==> src/rtl/dds_pkg.sv <==
package dds_pkg;
  typedef enum logic [1:0] {
    SEL_FREQ  = 2'd0,
    SEL_PHASE = 2'd1,
    SEL_AMPL  = 2'd2,
    SEL_NONE  = 2'd3
  } wsel_e;
endpackage

==> src/rtl/dds_sync_gen.sv <==
module dds_sync_gen #(
  parameter int DIV = 4
) (
  input  logic clk,
  input  logic rst_n,
  input  logic update_i,
  output logic sync_clk_o,
  output logic apply_o
);
  localparam int CW = $clog2(DIV);
  localparam logic [CW-1:0] RISE_AT = CW'(DIV / 2 - 1);

  logic [CW-1:0] cnt_q, cnt_d;
  logic          pend_q, pend_d;
  logic          rise_next;

  assign rise_next = (cnt_q == RISE_AT);
  assign apply_o   = pend_q & rise_next;

  always_comb begin
    cnt_d  = cnt_q + 1'b1;
    pend_d = update_i | (pend_q & ~apply_o);
  end

  always_ff @(posedge clk or negedge rst_n) begin
    if (!rst_n) begin
      cnt_q  <= '0;
      pend_q <= 1'b0;
    end else begin
      cnt_q  <= cnt_d;
      pend_q <= pend_d;
    end
  end

  assign sync_clk_o = cnt_q[CW-1];
endmodule

==> src/rtl/dds_param_bank.sv <==
module dds_param_bank
  import dds_pkg::*;
#(
  parameter int NCH   = 2,
  parameter int ACC_W = 32,
  parameter int POW_W = 14,
  parameter int AMP_W = 10,
  parameter int CH_AW = 1
) (
  input  logic                        clk,
  input  logic                        rst_n,
  input  logic                        wr_en_i,
  input  logic [CH_AW-1:0]            wr_ch_i,
  input  logic [1:0]                  wr_sel_i,
  input  logic [ACC_W-1:0]            wr_data_i,
  input  logic                        apply_i,
  output logic [NCH-1:0][ACC_W-1:0]   act_ftw_o,
  output logic [NCH-1:0][POW_W-1:0]   act_pow_o,
  output logic [NCH-1:0][AMP_W-1:0]   act_asf_o
);
  for (genvar c = 0; c < NCH; c++) begin : g_ch
    logic [ACC_W-1:0] sh_ftw_q, sh_ftw_d, ac_ftw_q;
    logic [POW_W-1:0] sh_pow_q, sh_pow_d, ac_pow_q;
    logic [AMP_W-1:0] sh_asf_q, sh_asf_d, ac_asf_q;
    logic             hit;

    assign hit = wr_en_i && (wr_ch_i == CH_AW'(c));

    always_comb begin
      sh_ftw_d = sh_ftw_q;
      sh_pow_d = sh_pow_q;
      sh_asf_d = sh_asf_q;
      if (hit) begin
        case (wsel_e'(wr_sel_i))
          SEL_FREQ:  sh_ftw_d = wr_data_i;
          SEL_PHASE: sh_pow_d = wr_data_i[POW_W-1:0];
          SEL_AMPL:  sh_asf_d = wr_data_i[AMP_W-1:0];
          default:   ;
        endcase
      end
    end

    always_ff @(posedge clk or negedge rst_n) begin
      if (!rst_n) begin
        sh_ftw_q <= '0;
        sh_pow_q <= '0;
        sh_asf_q <= '0;
      end else if (hit) begin
        sh_ftw_q <= sh_ftw_d;
        sh_pow_q <= sh_pow_d;
        sh_asf_q <= sh_asf_d;
      end
    end

    always_ff @(posedge clk or negedge rst_n) begin
      if (!rst_n) begin
        ac_ftw_q <= '0;
        ac_pow_q <= '0;
        ac_asf_q <= '0;
      end else if (apply_i) begin
        ac_ftw_q <= sh_ftw_q;
        ac_pow_q <= sh_pow_q;
        ac_asf_q <= sh_asf_q;
      end
    end

    assign act_ftw_o[c] = ac_ftw_q;
    assign act_pow_o[c] = ac_pow_q;
    assign act_asf_o[c] = ac_asf_q;
  end
endmodule

==> src/rtl/dds_cos_lut.sv <==
module dds_cos_lut #(
  parameter int PH_W   = 15,
  parameter int LUT_AW = 10,
  parameter int AMP_W  = 10
) (
  input  logic [PH_W-1:0]          phase_i,
  output logic signed [AMP_W-1:0]  cos_o
);
  localparam int  QW      = LUT_AW - 2;
  localparam int  QN      = 1 << QW;
  localparam real PI      = 3.14159265358979323846;
  localparam real AMP_MAX = real'((1 << (AMP_W - 1)) - 1);

  logic [AMP_W-1:0] qtab [QN];

  for (genvar g = 0; g < QN; g++) begin : g_tab
    localparam int QV = $rtoi(AMP_MAX * $cos(2.0 * PI * (real'(g) + 0.5) / (4.0 * real'(QN))));
    assign qtab[g] = QV[AMP_W-1:0];
  end

  logic [LUT_AW-1:0] addr;
  logic [1:0]        quad;
  logic [QW-1:0]     idx;
  logic signed [AMP_W-1:0] mag;

  always_comb begin
    addr  = phase_i[PH_W-1 -: LUT_AW];
    quad  = addr[LUT_AW-1 -: 2];
    idx   = quad[0] ? ~addr[QW-1:0] : addr[QW-1:0];
    mag   = $signed(qtab[idx]);
    cos_o = (quad[0] ^ quad[1]) ? -mag : mag;
  end
endmodule

==> src/rtl/dds_channel.sv <==
module dds_channel #(
  parameter int ACC_W  = 32,
  parameter int POW_W  = 14,
  parameter int LUT_AW = 10,
  parameter int AMP_W  = 10
) (
  input  logic                     clk,
  input  logic                     rst_n,
  input  logic [ACC_W-1:0]         ftw_i,
  input  logic [POW_W-1:0]         pow_i,
  input  logic [AMP_W-1:0]         asf_i,
  output logic signed [AMP_W-1:0]  out_o
);
  localparam int PH_W = POW_W + 1;
  localparam int PR_W = 2 * AMP_W + 1;
  localparam logic signed [PR_W-1:0] RND = PR_W'((1 << AMP_W) - 1);

  logic [ACC_W-1:0]        acc_q, acc_d;
  logic [POW_W-1:0]        pow_q, pow_d;
  logic [AMP_W-1:0]        asf1_q, asf2_q, asf3_q;
  logic [PH_W-1:0]         ph_q, ph_d;
  logic signed [AMP_W-1:0] cos_q, cos_d;
  logic signed [AMP_W-1:0] out_q, out_d;
  logic signed [PR_W-1:0]  prod, sum;
  logic [POW_W-1:0]        top_sum;

  dds_cos_lut #(.PH_W(PH_W), .LUT_AW(LUT_AW), .AMP_W(AMP_W)) u_lut (
    .phase_i (ph_q),
    .cos_o   (cos_d)
  );

  always_comb begin
    acc_d   = acc_q + ftw_i;
    pow_d   = pow_i;
    top_sum = acc_q[ACC_W-1 -: POW_W] + pow_q;
    ph_d    = {top_sum, acc_q[ACC_W-POW_W-1]};
    prod    = cos_q * $signed({1'b0, asf3_q});
    sum     = prod + (prod[PR_W-1] ? RND : '0);
    out_d   = sum[AMP_W +: AMP_W];
  end

  always_ff @(posedge clk or negedge rst_n) begin
    if (!rst_n) begin
      acc_q  <= '0;
      pow_q  <= '0;
      asf1_q <= '0;
      asf2_q <= '0;
      asf3_q <= '0;
      ph_q   <= '0;
      cos_q  <= '0;
      out_q  <= '0;
    end else begin
      acc_q  <= acc_d;
      pow_q  <= pow_d;
      asf1_q <= asf_i;
      asf2_q <= asf1_q;
      asf3_q <= asf2_q;
      ph_q   <= ph_d;
      cos_q  <= cos_d;
      out_q  <= out_d;
    end
  end

  assign out_o = out_q;
endmodule

==> src/rtl/dds_dual_core.sv <==
module dds_dual_core #(
  parameter int NCH    = 2,
  parameter int ACC_W  = 32,
  parameter int POW_W  = 14,
  parameter int LUT_AW = 10,
  parameter int AMP_W  = 10,
  parameter int DIV    = 4,
  localparam int CH_AW = (NCH > 1) ? $clog2(NCH) : 1
) (
  input  logic                   clk,
  input  logic                   rst_n,
  input  logic                   wr_en_i,
  input  logic [CH_AW-1:0]       wr_ch_i,
  input  logic [1:0]             wr_sel_i,
  input  logic [ACC_W-1:0]       wr_data_i,
  input  logic                   update_i,
  output logic                   sync_clk_o,
  output logic [NCH*AMP_W-1:0]   dout_o
);
  logic rst_m_q, rst_sync;
  logic apply;
  logic [NCH-1:0][ACC_W-1:0] act_ftw;
  logic [NCH-1:0][POW_W-1:0] act_pow;
  logic [NCH-1:0][AMP_W-1:0] act_asf;

  always_ff @(posedge clk or negedge rst_n) begin
    if (!rst_n) begin
      rst_m_q  <= 1'b0;
      rst_sync <= 1'b0;
    end else begin
      rst_m_q  <= 1'b1;
      rst_sync <= rst_m_q;
    end
  end

  dds_sync_gen #(.DIV(DIV)) u_sync (
    .clk        (clk),
    .rst_n      (rst_sync),
    .update_i   (update_i),
    .sync_clk_o (sync_clk_o),
    .apply_o    (apply)
  );

  dds_param_bank #(
    .NCH(NCH), .ACC_W(ACC_W), .POW_W(POW_W), .AMP_W(AMP_W), .CH_AW(CH_AW)
  ) u_bank (
    .clk       (clk),
    .rst_n     (rst_sync),
    .wr_en_i   (wr_en_i),
    .wr_ch_i   (wr_ch_i),
    .wr_sel_i  (wr_sel_i),
    .wr_data_i (wr_data_i),
    .apply_i   (apply),
    .act_ftw_o (act_ftw),
    .act_pow_o (act_pow),
    .act_asf_o (act_asf)
  );

  for (genvar c = 0; c < NCH; c++) begin : g_chan
    logic signed [AMP_W-1:0] smp;
    dds_channel #(
      .ACC_W(ACC_W), .POW_W(POW_W), .LUT_AW(LUT_AW), .AMP_W(AMP_W)
    ) u_ch (
      .clk   (clk),
      .rst_n (rst_sync),
      .ftw_i (act_ftw[c]),
      .pow_i (act_pow[c]),
      .asf_i (act_asf[c]),
      .out_o (smp)
    );
    assign dout_o[c*AMP_W +: AMP_W] = smp;
  end
endmodule

==> config.mk <==
export PLATFORM = sky130hd
export DESIGN_NAME = dds_dual_core
export DESIGN_NICKNAME = d
export VERILOG_FILES = /design/src/rtl/dds_pkg.sv /design/src/rtl/dds_sync_gen.sv /design/src/rtl/dds_param_bank.sv /design/src/rtl/dds_cos_lut.sv /design/src/rtl/dds_channel.sv /design/src/rtl/dds_dual_core.sv
export SDC_FILE = /design/constraint.sdc
export NUM_CORES = 1
export LEC_CHECK = 0
export ABC_AREA = 1
export BUFFER_PORTS_ARGS = -buffer_cell sky130_fd_sc_hd__buf_2
export CORE_ASPECT_RATIO = 1.4
export CORE_MARGIN = 3
export CORE_UTILIZATION = 65
export CTS_CLUSTER_DIAMETER = 60
export DETAILED_ROUTE_END_ITERATION = 16
export PLACE_DENSITY = 0.82
export SETUP_SLACK_MARGIN = 0.02
export SYNTH_ARGS = -nofsm -noshare
export SYNTH_HDL_FRONTEND = slang
export SYNTH_HIERARCHICAL = 1
export SYNTH_SLANG_ARGS = --single-unit
==> constraint.sdc <==
create_clock -name clk -period 39.9 [get_ports clk]
set_clock_uncertainty 0.15 [all_clocks]
set_input_delay 7.98 -clock clk [delete_from_list [all_inputs] [get_ports clk]]
set_output_delay 7.98 -clock clk [all_outputs]
set_load 0.01 [all_outputs]
# Word-level counts from Yosys, hierarchy flattened
# Memories as Yosys holds them, arrays and structs flattened.
# Index checks and enable logic that the tools add are counted.
# word_totals
regBits,451
mem_bits_ro,5120
in_bits,39
out_inout_bits,21
word_cells,80
n_memories,2
# mem_list
name,words,width,rd,rd_ports_with_merged_regs,wr,line,rtl
(name not given),256,10,1,0,0,dds_cos_lut.sv:30,mag = $signed(qtab[idx]);
(name not given),256,10,1,0,0,dds_cos_lut.sv:30,
# classes
n_addsub,9
n_mul,2
n_lt_le_gt_ge,2
n_eq_ne,3
mux,10
bitwise_logic,11
reduce_logical,9
# op_table
op,n
two-way mux 10 bit,8
adder 32 bit,2
multiplier 10 x 11 -> 21 bit,2
adder 20 bit,2
adder 14 bit,2
negation 10 bit,2
">= comparator 9 bit, second input constant",2
NOT 8 -> 9 bit,2
two-way mux 8 bit,2
NOT 8 bit,2
AND reduction 2 bit,6
"equality test 2 x 1 -> 1 bit, second input constant",2
"adder 2 x 1 -> 2 bit, second input constant",1
bitwise AND 1 bit,2
"equality test 2 bit, second input constant",1
logical AND 1 bit,2
zero test 2 bit,1
NOT 1 bit,2
bitwise XOR 1 bit,2
bitwise OR 1 bit,1

# Depth between registers and ports, before layout
# Gate-level depths: netlist of the first run.
# logic_depth
word_depth,8
ltp_mapped,36
mapped_depth_nobuf,35

# Hierarchy
# The synthesis of the first run kept the hierarchy.
# modules_own_cells
mod,instances,cells_each,area_each_um2,seq_area_each_um2
dds_channel (g_chan[1].u_ch),1,1118,9414.0,2777.7
dds_channel (g_chan[0].u_ch),1,1101,9369.0,2777.7
dds_param_bank,1,968,8848.5,5605.4
dds_cos_lut (g_chan[0].u_ch.u_lut),1,521,2539.9,0.0
dds_cos_lut (g_chan[1].u_ch.u_lut),1,497,2442.3,0.0
dds_sync_gen,1,13,121.4,75.1
dds_dual_core,1,3,53.8,50.0

# Least setup slack after synthesis of the first run
# No wires, ideal clock.
# synth_path
kind,input to register
start,input port wr_sel_i[0]
end,register u_bank.g_ch[0].sh_ftw_q[10]
setup_time_ns,0.117
t_arrival_ns,8.550
required_ns,39.633
setup_slack_ns,31.083
cell_stages,5
n_path_buf,1
cell_sequence,nor2_1 nand2_1 clkbuf_1 nand2_1 nand2_1
# synth_via
elab_chain_len,2
# synth_lines
element,line,rtl
"start, declared",dds_dual_core.sv:14,"input logic [1:0] wr_sel_i,"
zero test 2 bit,dds_param_bank.sv:34,case (wsel_e'(wr_sel_i))
AND reduction 2 bit (no line),n/a,
"end signal, assigned",dds_param_bank.sv:49,sh_ftw_q <= sh_ftw_d;
"end, declared",dds_param_bank.sv:22,"logic [ACC_W-1:0] sh_ftw_q, sh_ftw_d, ac_ftw_q;"
# No other way between the ends.
# A chain may end at the register's enable or synchronous reset.

# Worst setup path in the final report of the first run
# layout_path
start,input port wr_ch_i
end,register u_bank.g_ch[1].sh_ftw_q[17]
# layout_via
elab_chain_len,2
# layout_lines
element,line,rtl
"start, declared",dds_dual_core.sv:13,"input logic [CH_AW-1:0] wr_ch_i,"
logical AND 1 bit,dds_param_bank.sv:27,assign hit = wr_en_i && (wr_ch_i == CH_AW'(c));
AND reduction 2 bit (no line),n/a,
"end signal, assigned",dds_param_bank.sv:49,
"end, declared",dds_param_bank.sv:22,
# No other way between the ends.

==> results of run 1 <==
[how the worst max path moves through the flow]
stage	start	depth (start not counted)	to	slack (ps)
global placement	wr_ch_i	6	u_bank/g_ch[1].sh_ftw_q[19]$_DFFE_PN0P_	29620
CTS	wr_ch_i	6	u_bank/g_ch[1].sh_ftw_q[17]$_DFFE_PN0P_	30140
detailed placement	wr_ch_i	6	u_bank/g_ch[1].sh_ftw_q[16]$_DFFE_PN0P_	29600
finish	wr_ch_i	6	u_bank/g_ch[1].sh_ftw_q[17]$_DFFE_PN0P_	30080
global route	wr_ch_i	6	u_bank/g_ch[1].sh_ftw_q[17]$_DFFE_PN0P_	29880
floorplan	rst_sync$_DFF_PN0_	0	g_chan[0].u_ch/acc_q[0]$_DFF_PN0_	26550
[worst max-delay path, stage by stage]
cell,delay [ps]
buf_2,110
nand2_1,70
inv_2,690
nand2_1,890
nand2_1,270
nand2_1,90
[cell usage in the layout (no fill, tap or decap), drive strengths merged, types with 2 or more instances in the layout]
cell / count
nand2: 1377
inv: 659
dfrtp: 441
nand3: 374
ha: 249
o21ai: 208
nor2: 206
a21oi: 163
fa: 130
xor2: 77
buf: 69
clkbuf: 61
xnor2: 43
nand4: 23
a31oi: 18
nor3: 18
o21bai: 14
or2: 13
a21o: 11
clkinv: 9
a21boi: 8
o21a: 7
nor4: 5
nand3b: 5
o211ai: 5
bufinv: 4
o2111ai: 4
a211oi: 2
o221ai: 2
[layer usage]
metal / global-route usage (%) / share of wire, % / vias up
met5: 0 / 0 / -
met4: 15.3 / 6.0 / 0
met3: 2.86 / 5.1 / 285
met2: 52.3 / 52 / 900
met1: 33.8 / 37 / 12700
li1: - / - / 13100
[registers in the layout (all words and copies together), names as in the netlist, 28 cells and up]
signal                flops
u_bank/g_ch.ac_pow_q     28
u_bank/g_ch.ac_ftw_q     64
u_bank/g_ch.sh_pow_q     28
g_chan.u_ch/pow_q        28
g_chan.u_ch/acc_q        64
u_bank/g_ch.sh_ftw_q     64
[metrics by stage]
stage / hold slack (ps) / cell area (um^2) / instances / worst slack (ps)
4_1_cts: 196 / 34300 / 4850 / 30140
5_1_grt: 198 / 34300 / 4850 / 29880
2_1_floorplan: 181 / 32500 / 4205 / 26550
6_report: 196 / 34300 / 4850 / 30080
3_5_place_dp: 185 / 32800 / 4774 / 29600
3_3_place_gp: 181 / 32800 / 4774 / 29620
[cell type report]
| class | count | area (um^2) |
|---|---|---|
| repair buffers | 69 | 383 |
| multi-input cells | 2969 | 18100 |
| clock inverters | 15 | 251 |
| flip-flops and latches | 441 | 11000 |
| clock buffers | 61 | 1240 |
| fillers | 4050 | 14900 |
| inverters | 658 | 2480 |
| well taps | 637 | 797 |
==> out/results.ini, run 1 <==
[global_routing]
grt-ovfl-total=0
track_usage_pct=28.9
antenna_found_initial=0
grt_max_degree=167
grt_pass1_wl_um=127000
grt_pass1_vias=27100

[clocking]
htree_levels=2
cts_tree=done
ctsHoldBuffers=0
cts_buffer_depth=3
clkTransAtPathRegs_ps=70
clockRootBuffer=clkbuf_16
cts_setup_buffers=0
clock_latency_ps=560
clock_sinks=441
cts_buffers=42
post_cts_resized=0

[drt]
route.detailed.drc=0
wl_um=75400
vias=27000
vias_per_cell=5.56
antenna_left=0
detail_route.iter0.violations=2015
dr.pass1.iters=7
wl_per_cell_um=15.6

[finish]
utilization_pct=69.7
nets=4599
area.growth.synth_to_final_pct=5.63
diodes=0
drive_gt1_share_pct=7.60

[placed_design]
place_congestion=0.968
dp_hpwl_um=55900
port_buffers=59

[worst_setup_path]
cp-end-kind=register
reg2reg_from=g_chan[0].u_ch/cos_q[9]$_DFF_PN0_
arrival_ps=10110
reg2reg_slack_ps=33250
cp_data_required_time_ps=40190
reg2reg_depth=32
crit_fanout=59
start_kind=input pin
reg2reg_to=g_chan[0].u_ch/out_o[8]$_DFF_PN0_
critical_path_class=input pin to register

[floorplan]
die_area_mm2=0.0528
die_y_um=271
num_io_pins=60
die_w_um=195
start_util_pct=66.0
rows=96
core_region_area_mm2=0.0492

[job]
drv_cap=0

[timing]
slew_headroom_pct=30.8
clock.fmax_mhz=102
tns_ps=0
period_needed_ps=9820
timing.final.crit_share_pct=24.6
hold_viol=0
rsz0062_at_grt=no
worst_pin_slew_ps=1040
slew_violations=0
finalSetupViolCount=0

[hold_path]
min_path_cells=0
hold_class=register to register
holdPathEnd=g_chan[1].u_ch/asf3_q[3]$_DFF_PN0_
holdCritStartpoint=g_chan[1].u_ch/asf2_q[3]$_DFF_PN0_

[synth]
synthesis.nets=4623
syn_area_mm2=0.0325
synthCells=4205
avgSynthCellArea_um2=7.73
yosysWarnings=6

[outcome]
status=finished clean

Power of run 1 is not shown: default switching activity piles up to over one toggle a cycle in this logic, so the estimate is an artifact.
==> run 2, diff against run 1 <==
Clock period 39.9 ns to 9.9 ns, I/O delays scaled along.
==> out/results.ini, run 2 (synthesis gave the netlist of run 1 again) <==
[finish]
drive_gt1_share_pct=7.73  ; +0.14 points
nets=4604  ; +0.11%
area.growth.synth_to_final_pct=5.74
diodes=0  ; unchanged
utilization_pct=69.8  ; +0.076 points
layout_commonest_cell=nand2_1
final_cell_mix=nand2_1 (1305), inv_1 (631), dfrtp_1 (440)
reg_top3=g_chan.u_ch/acc_q x64, u_bank/g_ch.ac_ftw_q x64, u_bank/g_ch.sh_ftw_q x64

[floorplan]
die_w_um=195  ; unchanged
die_area_mm2=0.0528  ; unchanged
rows=96  ; unchanged
num_io_pins=60  ; unchanged
start_util_pct=66.0  ; unchanged
core_region_area_mm2=0.0492  ; unchanged
die_y_um=271  ; unchanged

[drt]
detail_route.iter0.violations=2104  ; +4.4%
dr.pass1.iters=7  ; unchanged
vias=27200  ; +0.96%
vias_per_cell=5.61  ; +0.87%
wl_per_cell_um=16.1  ; +3.8%
antenna_left=0  ; unchanged
route.detailed.drc=0  ; unchanged
wl_um=78400  ; +3.9%

[job]
drv_cap=0  ; unchanged

[timing]
slew_violations=0  ; unchanged
finalWorstSetupSlack_ps=3450  ; -26630 ps
holdWs_ps=194  ; -1.87 ps
period_needed_ps=6450
finalSetupViolCount=0  ; unchanged
rsz0062_at_grt=no
slew_headroom_pct=30.2  ; -0.55 points
hold_viol=0  ; unchanged
worst_pin_slew_ps=1050  ; +10.8 ps
clock.fmax_mhz=155
timing.final.crit_share_pct=65.1
tns_ps=0  ; unchanged

[clocking]
clockRootBuffer=clkbuf_16
post_cts_resized=0  ; unchanged
ctsHoldBuffers=0  ; unchanged
htree_levels=2  ; unchanged
cts_buffers=44  ; +4.8%
clock_latency_ps=580  ; +20 ps
clock_sinks=441  ; unchanged
cts_tree=done
clkTransAtPathRegs_ps=60  ; about the same
cts_buffer_depth=3  ; unchanged
cts_setup_buffers=0  ; unchanged

[worst_setup_path]
slowest_stage=fa_1
crit_path_frequent_cell=nand2_1
crit_fanout=12  ; -80%
cp_data_required_time_ps=10210  ; -29980 ps
arrival_ps=6760  ; -3350 ps
critPathMaxStageDelay_ps=550  ; -340 ps
critical_path_class=register to register
cp-end-kind=register
start_kind=register

[global_routing]
grt-ovfl-total=0  ; unchanged
grt_pass1_wl_um=131000  ; +2.7%
antenna_found_initial=0  ; unchanged
grt_pass1_vias=27600  ; +1.7%
track_usage_pct=29.9  ; +0.98 points
grt_max_degree=176  ; +5.4%

[placed_design]
dp_hpwl_um=57000  ; +2.0%
port_buffers=59  ; unchanged
place_congestion=0.961  ; -0.72%
dp_slack_ps=3450  ; -26150 ps

[hold_path]
hold_class=register to register

[outcome]
status=finished clean

## run 2: area by class of cell
type / instances / area [um^2]
Timing Repair Buffer: 72 / 405
Tap cell: 637 / 797
Fill cell: 4002 / 14900
Clock buffer: 53 / 1170
Inverter: 658 / 2480
Clock inverter: 24 / 334
Sequential cell: 441 / 11000
Multi-Input combinational cell: 2969 / 18100
## run 2: per-stage QoR
step / std cells / area [um^2]
6_report: 4854 / 34400
3_3_place_gp: 4777 / 32900
4_1_cts: 4854 / 34400
5_1_grt: 4854 / 34400
2_1_floorplan: 4205 / 32500
3_5_place_dp: 4777 / 32900
## run 2: metal layers
layer	wire length (um)	share of wire, %	vias to the layer above	GRT usage, %
met3	3800	4.8	283	2.65
met4	4040	5.2	0	14.7
met1	29000	37	12900	34.2
li1	-	-	13100	-
met2	41500	53	947	55.7
met5	0	0	-	0
## run 2: critical path, delay by kind of cell (launching register included)
kind / cells / cell delay, ps
simple gates: 17 / 1750
compound gates: 2 / 240
fa+ha+maj: 7 / 3300
buf+inv: 6 / 470
flops: 1 / 400
## run 2: path summary, 6_finish.rpt
kind	start	slack, ps	end	cells after the start
min in group asynchronous	rst_sync$_DFF_PN0_	300	g_chan[1].u_ch/acc_q[9]$_DFF_PN0_	0
hold reg to reg	g_chan[0].u_ch/asf1_q[6]$_DFF_PN0_	190	g_chan[0].u_ch/asf2_q[6]$_DFF_PN0_	0
hold / removal	g_chan[0].u_ch/asf1_q[6]$_DFF_PN0_	190	g_chan[0].u_ch/asf2_q[6]$_DFF_PN0_	0
setup / recovery	g_chan[0].u_ch/cos_q[9]$_DFF_PN0_	3450	g_chan[0].u_ch/out_o[8]$_DFF_PN0_	32
max in group asynchronous	rst_sync$_DFF_PN0_	7260	g_chan[0].u_ch/asf2_q[8]$_DFF_PN0_	2
setup reg to reg	g_chan[0].u_ch/cos_q[9]$_DFF_PN0_	3450	g_chan[0].u_ch/out_o[8]$_DFF_PN0_	32
Power of run 2 is left out for the same reason.
